### src/rtl/i2c_tgen_pkg.sv
package i2c_tgen_pkg;

  typedef enum logic [3:0] {
    PH_IDLE, PH_ST_SU, PH_ST_HD, PH_FALL, PH_HELD,
    PH_LOW, PH_HI_WAIT, PH_HI, PH_SP_SU, PH_FREE
  } phase_e;

  // Number of ticks in the SCL low phase: at least the programmed low time,
  // and long enough to fit data hold plus data setup.
  function automatic logic [15:0] low_span(input logic [15:0] lo,
                                           input logic [15:0] hold,
                                           input logic [15:0] setup);
    logic [15:0] by_lo, by_data;
    by_lo   = lo + 16'd1;
    by_data = hold + setup + 16'd2;
    return (by_lo > by_data) ? by_lo : by_data;
  endfunction

  // True on the final tick of an interval whose last tick index is 'last'.
  function automatic logic at_last(input logic tick,
                                   input logic [15:0] done_ticks,
                                   input logic [15:0] last);
    return tick && (done_ticks == last);
  endfunction

endpackage

### src/rtl/i2c_tgen_presc.sv
module i2c_tgen_presc #(
  parameter int DIV_W = 8,
  parameter int TW    = 10
) (
  input  logic             clk,
  input  logic             rst_n,
  input  logic [DIV_W-1:0] div,
  input  logic             restart,
  output logic             tick,
  output logic [TW-1:0]    ticks
);
  logic [DIV_W-1:0] pre_q;

  assign tick = (pre_q == div);

  always_ff @(posedge clk or negedge rst_n) begin
    if (!rst_n) begin
      pre_q <= '0;
      ticks <= '0;
    end else if (restart) begin
      pre_q <= '0;
      ticks <= '0;
    end else if (tick) begin
      pre_q <= '0;
      ticks <= ticks + 1'b1;
    end else begin
      pre_q <= pre_q + 1'b1;
    end
  end
endmodule

### src/rtl/i2c_tgen_filt.sv
module i2c_tgen_filt #(
  parameter int FLT_W = 3,
  parameter int SYNC  = 2
) (
  input  logic             clk,
  input  logic             rst_n,
  input  logic [FLT_W-1:0] depth,
  input  logic             raw,
  output logic             filt
);
  logic [SYNC-1:0]  sync_q;
  logic [FLT_W-1:0] run_q;
  logic             synced;

  generate
    for (genvar g = 0; g < SYNC; g++) begin : g_sync
      always_ff @(posedge clk or negedge rst_n) begin
        if (!rst_n) sync_q[g] <= 1'b1;
        else        sync_q[g] <= (g == 0) ? raw : sync_q[(g == 0) ? 0 : g-1];
      end
    end
  endgenerate

  assign synced = sync_q[SYNC-1];

  // The new level is taken once it has been seen depth+1 samples in a row.
  always_ff @(posedge clk or negedge rst_n) begin
    if (!rst_n) begin
      filt  <= 1'b1;
      run_q <= '0;
    end else if (synced != filt) begin
      if (run_q == depth) begin
        filt  <= synced;
        run_q <= '0;
      end else begin
        run_q <= run_q + 1'b1;
      end
    end else begin
      run_q <= '0;
    end
  end
endmodule

### src/rtl/i2c_tgen.sv
module i2c_tgen
  import i2c_tgen_pkg::*;
#(
  parameter int DIV_W = 8,
  parameter int CNT_W = 8,
  parameter int FLT_W = 3
) (
  input  logic             clk,
  input  logic             rst_n,
  input  logic [DIV_W-1:0] cfg_div,
  input  logic [CNT_W-1:0] cfg_start_su,
  input  logic [CNT_W-1:0] cfg_start_hd,
  input  logic [CNT_W-1:0] cfg_stop_su,
  input  logic [CNT_W-1:0] cfg_dat_su,
  input  logic [CNT_W-1:0] cfg_dat_hd,
  input  logic [CNT_W-1:0] cfg_scl_lo,
  input  logic [CNT_W-1:0] cfg_scl_hi,
  input  logic [CNT_W-1:0] cfg_free,
  input  logic [FLT_W-1:0] cfg_flt,
  input  logic             req_start,
  input  logic             req_bit,
  input  logic             bit_val,
  input  logic             req_stop,
  input  logic             scl_in,
  output logic             scl_low_o,
  output logic             sda_low_o,
  output logic             ready_o,
  output logic             done_o
);
  localparam int TW = CNT_W + 2;

  phase_e        state, state_n;
  logic          tick;
  logic [TW-1:0] ticks;
  logic          scl_f;
  logic          stop_q, bit_q;
  logic          op_go, restart;
  logic          end_st_su, end_st_hd, end_lo, end_hi, end_sp_su, end_free;
  logic          sda_upd;
  logic [15:0]   lo_last;

  i2c_tgen_presc #(.DIV_W(DIV_W), .TW(TW)) u_presc (
    .clk(clk), .rst_n(rst_n), .div(cfg_div), .restart(restart),
    .tick(tick), .ticks(ticks)
  );

  i2c_tgen_filt #(.FLT_W(FLT_W), .SYNC(2)) u_filt (
    .clk(clk), .rst_n(rst_n), .depth(cfg_flt), .raw(scl_in), .filt(scl_f)
  );

  assign lo_last   = low_span(16'(cfg_scl_lo), 16'(cfg_dat_hd), 16'(cfg_dat_su)) - 16'd1;
  assign end_st_su = at_last(tick, 16'(ticks), 16'(cfg_start_su));
  assign end_st_hd = at_last(tick, 16'(ticks), 16'(cfg_start_hd));
  assign end_lo    = at_last(tick, 16'(ticks), lo_last);
  assign end_hi    = at_last(tick, 16'(ticks), 16'(cfg_scl_hi));
  assign end_sp_su = at_last(tick, 16'(ticks), 16'(cfg_stop_su));
  assign end_free  = at_last(tick, 16'(ticks), 16'(cfg_free));
  assign sda_upd   = at_last(tick, 16'(ticks), 16'(cfg_dat_hd));

  assign ready_o = (state == PH_IDLE) || (state == PH_HELD) ||
                   (state == PH_FALL && !scl_f);
  assign done_o  = (state == PH_FALL && !scl_f) ||
                   (state == PH_FREE && end_free);
  assign op_go   = ready_o && (state != PH_IDLE) && (req_stop || req_bit);
  assign restart = (state_n != state);

  always_comb begin
    state_n = state;
    unique case (state)
      PH_IDLE:    if (req_start) state_n = PH_ST_SU;
      PH_ST_SU:   if (end_st_su) state_n = PH_ST_HD;
      PH_ST_HD:   if (end_st_hd) state_n = PH_FALL;
      PH_FALL:    if (!scl_f)    state_n = op_go ? PH_LOW : PH_HELD;
      PH_HELD:    if (op_go)     state_n = PH_LOW;
      PH_LOW:     if (end_lo)    state_n = PH_HI_WAIT;
      PH_HI_WAIT: if (scl_f)     state_n = stop_q ? PH_SP_SU : PH_HI;
      PH_HI:      if (end_hi)    state_n = PH_FALL;
      PH_SP_SU:   if (end_sp_su) state_n = PH_FREE;
      PH_FREE:    if (end_free)  state_n = PH_IDLE;
      default:                   state_n = PH_IDLE;
    endcase
  end

  always_ff @(posedge clk or negedge rst_n) begin
    if (!rst_n) begin
      state     <= PH_IDLE;
      scl_low_o <= 1'b0;
      sda_low_o <= 1'b0;
      stop_q    <= 1'b0;
      bit_q     <= 1'b0;
    end else begin
      state     <= state_n;
      scl_low_o <= (state_n == PH_FALL) || (state_n == PH_HELD) ||
                   (state_n == PH_LOW);
      if (op_go) begin
        stop_q <= req_stop;
        bit_q  <= bit_val;
      end
      if (state == PH_ST_SU && state_n == PH_ST_HD)
        sda_low_o <= 1'b1;
      else if (state == PH_SP_SU && state_n == PH_FREE)
        sda_low_o <= 1'b0;
      else if (state == PH_LOW && sda_upd)
        sda_low_o <= stop_q | ~bit_q;
    end
  end
endmodule

### config.mk
export PLATFORM = sky130hd
export DESIGN_NAME = i2c_tgen
export DESIGN_NICKNAME = d
export VERILOG_FILES = /design/src/rtl/i2c_tgen_pkg.sv /design/src/rtl/i2c_tgen_presc.sv /design/src/rtl/i2c_tgen_filt.sv /design/src/rtl/i2c_tgen.sv
export SDC_FILE = /design/constraint.sdc
export NUM_CORES = 1
export LEC_CHECK = 0
export BUFFER_PORTS_ARGS = -buffer_cell sky130_fd_sc_hd__buf_4
export CORE_UTILIZATION = 55
export DETAILED_ROUTE_END_ITERATION = 10
export PLACE_DENSITY_LB_ADDON = 0.3
export SYNTH_ARGS = -nofsm -noshare
export SYNTH_HDL_FRONTEND = slang
export SYNTH_SLANG_ARGS = --single-unit
### constraint.sdc
create_clock -name clk -period 4.54 [get_ports clk]
set_clock_uncertainty 0.05 [all_clocks]
set_input_delay 0 -clock clk [delete_from_list [all_inputs] [get_ports clk]]
set_output_delay 0 -clock clk [all_outputs]
set_load 0.01 [all_outputs]
==> flow_metrics.env <==
export IMPL_status="finished with violations"
export IMPL_violations="negative setup slack"
export IMPL_synth_async_reset_ratio_pct=100
export IMPL_worstSkewPairLatency_ns=0.28
export IMPL_synthTopCellsByArea="dfrtp_1 (19%), xor2_1 (12%), xnor2_1 (10%)"
export IMPL_postPlaceCellArea_sq_mm=0.00494
export IMPL_drv_slew=0
export IMPL_fin_cells=670
export IMPL_area_growth_pct=40.5
export IMPL_cts_buffers=5
export IMPL_row_count=30
export IMPL_yosys_warnings=0
export IMPL_fmax_ghz=0.213
export IMPL_dieWidth_um=85.5
export IMPL_worst_hold_slack_ns=0.122
export IMPL_clk_pin_slew_worst_paths_ns=0.06
export IMPL_synth_top_cell_by_area="dfrtp_1"
export IMPL_p_seq_share_pct=27.6
export IMPL_critPathBufInv=3
export IMPL_synth_edf_count=0
export IMPL_dp_slack_ns=-0.455
export IMPL_fillers=443
export IMPL_drive_gt1_share_pct=35.3
export IMPL_synth_seq_cells=32
export IMPL_syn_nets=562
export IMPL_grt_pass1_vias=4095
export IMPL_pwr_density_cell_mw_per_mm2=282
export IMPL_start_util_pct=56.7
export IMPL_p_comb_share_pct=59.0
export IMPL_multi_input_area_sq_mm=0.00309
export IMPL_final_antenna_net_count=0
export IMPL_crit_required_ns=4.71
export IMPL_endpoint_kind="flop"
export IMPL_cts_sink_count=32
export IMPL_p_leak_nw=2.48
export IMPL_cts_root_buf="clkbuf_8"
export IMPL_synth_avg_cell_area_sq_um=8.48
export IMPL_rsz0062_at_grt="true"
export IMPL_grt_max_degree=33
export IMPL_dr_first_iter_drc_count=165
export IMPL_power_switching_uw=617
export IMPL_core_region_area_sq_mm=0.00676
export IMPL_syn_area_sq_mm=0.00383
export IMPL_grt_overflow_total=0
export IMPL_gp_congestion=0.903
export IMPL_cp_start_kind="primary input"
export IMPL_cp_slowest_cell="ha_1"
export IMPL_clockBufferDepth=2
export IMPL_worst_pin_slew_ns=0.726
export IMPL_period_needed_ns=4.69
export IMPL_grt_antenna_before_repair=0
export IMPL_crit_path_max_fanout=4
export IMPL_ir_drop_v=0.000173
export IMPL_io_pins=86
export IMPL_grt_use_total_pct=32.6
export IMPL_yosysTopAreaCellShare_pct=18.9
export IMPL_place_hpwl_um=8730
export IMPL_synth_seq_area_share_pct=21.0
export IMPL_drt_total_wl_um=11800
export IMPL_crit_arrival_ns=4.86
export IMPL_wire_per_inst_um=17.6
export IMPL_worst_path_largest_cell_delay_ns=0.31
export IMPL_die_area_sq_mm=0.00730
export IMPL_crit_family="compound AO/OA/AOI/OAI gates"
export IMPL_first_pass_iters=5
export IMPL_power_switching_share_pct=40.6
export IMPL_drc=0
export IMPL_layout_setup_ws_ns=-0.148
export IMPL_vias_per_cell=5.99
export IMPL_min_path_type="primary input to flop"
export IMPL_post_route_period_util_pct=103
export IMPL_p_int_uw=902
export IMPL_path_class="primary input to flop"
export IMPL_diodes=0
export IMPL_tns_ns=-1.62
export IMPL_cts_max_level=2
export IMPL_die_h_um=85.5
export IMPL_drv_cap=0
export IMPL_clkPwrFrac_pct=13.4
export IMPL_port_buffers=85
export IMPL_via_count=4011
export IMPL_fin_area_sq_mm=0.00538
export IMPL_grt_pass1_wl_um=18900
export IMPL_setup_violations=13
export IMPL_synthCells=452
export IMPL_seq_area_sq_um=805
export IMPL_critical_path_most_common_cell="a21oi_2"
export IMPL_synth_cell_types=64
export IMPL_place_inst=639
export IMPL_synthFlopType="dfrtp_1"
export IMPL_hold_violations=0
export IMPL_cts_tree="built"
export IMPL_relSlewSlack_pct=51.6
export IMPL_nets=700
[stage by stage]
step | power [mW] | util [%]
2_1_floorplan | 0.952 | -
3_3_place_gp | 1.18 | 73.1
3_5_place_dp | 1.21 | 73.1
4_1_cts | 1.48 | 78.5
5_1_grt | 1.62 | 79.7
6_report | 1.52 | 79.7
[power groups by stage]
| stage | clock (mW) | combinational [mW] | sequential [mW] |
|---|---|---|---|
| 4_1_cts | 0.205 | 0.855 | 0.418 |
| 3_3_place_gp | 0 | 0.759 | 0.418 |
| 3_5_place_dp | 0 | 0.791 | 0.423 |
| 2_1_floorplan | 0 | 0.554 | 0.397 |
| 6_report | 0.203 | 0.896 | 0.419 |
| 5_1_grt | 0.213 | 0.974 | 0.429 |
[final timing paths]
kind	from	end	slack, ns	cells after the start
setup / recovery	cfg_dat_su[5]	state[1]$_DFF_PN0_	-0.15	25
hold / removal	cfg_flt[1]	u_filt.filt$_DFFE_PN1P_	0.12	5
setup reg to reg	u_presc.pre_q[5]$_DFF_PN0_	u_presc.ticks[4]$_DFFE_PN0P_	0.88	12
hold reg to reg	u_filt.sync_q[0]$_DFF_PN1_	u_filt.synced$_DFF_PN1_	0.31	0
max in group asynchronous	rst_n	u_filt.filt$_DFFE_PN1P_	3.95	2
min in group asynchronous	rst_n	u_presc.pre_q[7]$_DFF_PN0_	0.15	2
[synthesized netlist by cell type (all sizes together), types with 11 or more instances]
cell     n
nand2   28
xor2    51
inv     31
o21ai   12
nor3    25
nand4   18
nand3   15
xnor2   46
a21oi   13
nor4    11
dfrtp   29
mux2i   11
nor2    22
ha      27
clkbuf  16
[cell families after synthesis]
logic type	after synthesis	synth area share, %
AND/OR/NAND/NOR	153	21.3
XOR/XNOR	101	25.0
AO/OA/AOI/OAI	73	14.3
buffers and inverters	51	5.29
flip-flops	32	21.0
adder cells (fa/ha/maj)	28	9.34
multiplexers	14	3.76
[timing repair]
item | 4_1_cts | 5_1_grt
hold buffers | 5 | 0
endpoints found under the setup margin | 13 | 13
gates cloned | 1 | 0
endpoints found under the hold margin | 35 | 0
resized for setup | 25 | 11
setup buffers | 17 | 1
pin swaps | 25 | 17
[cell type report]
type	count	share of cell area [%]
timing repair buffer	151	21.8
clock buffer	6	1.35
tap	80	1.86
clock inverter	1	0.0930
sequential	32	14.9
inverter	31	2.49
multi-input combinational	369	57.5
[registers in the layout, summed over array words and instances (netlist names)]
| register | cells |
|---|---|
| bit_q | 1 |
| scl_low_o | 1 |
| sda_low_o | 1 |
| state | 4 |
| stop_q | 1 |
| u_filt.filt | 1 |
| u_filt.run_q | 3 |
| u_filt.sync_q | 1 |
| u_filt.synced | 1 |
| u_presc.pre_q | 8 |
| u_presc.ticks | 10 |
[layout by cell type (no fill, tap or decap), drive strengths merged, types with 3 or more instances in the layout]
| master | synthesis | final |
|---|---|---|
| nor2 | 22 | 22 |
| buf | 4 | 146 |
| nand2 | 28 | 28 |
| ha | 27 | 27 |
| clkbuf | 16 | 6 |
| and4 | 4 | 4 |
| nor3 | 25 | 25 |
| or3 | 4 | 4 |
| mux2 | 3 | 3 |
| inv | 31 | 31 |
| nand3 | 15 | 15 |
| dlygate4sd3 | 0 | 5 |
| nor3b | 3 | 3 |
| o21ai | 12 | 12 |
| xor2 | 51 | 51 |
| dfrtp | 29 | 29 |
| xnor2 | 46 | 46 |
| a21oi | 13 | 13 |
| xnor3 | 4 | 4 |
| nand2b | 4 | 4 |
| nand4 | 18 | 18 |
| o21a | 6 | 6 |
| and3 | 7 | 7 |
| mux2i | 11 | 11 |
| a21o | 6 | 6 |
| a211oi | 5 | 5 |
| and2 | 4 | 4 |
| o211ai | 6 | 6 |
| dfstp | 3 | 3 |
| nor4 | 11 | 11 |
[per-layer routing]
metal	vias to the layer above	GRT usage (%)	routed length, um
met5	-	0	0
met4	0	15.9	510
met3	45	3.79	599
met2	171	61.8	6220
met1	1913	35.7	4470
li1	1882	-	-
[tightest hold or removal path, stage by stage]
cell,delay (ns)
buf_4,0.09
xor2_1,0.12
nor3_1,0.08
nand2_1,0.07
o21ai_0,0.07
(Power assumes the default switching activity.)
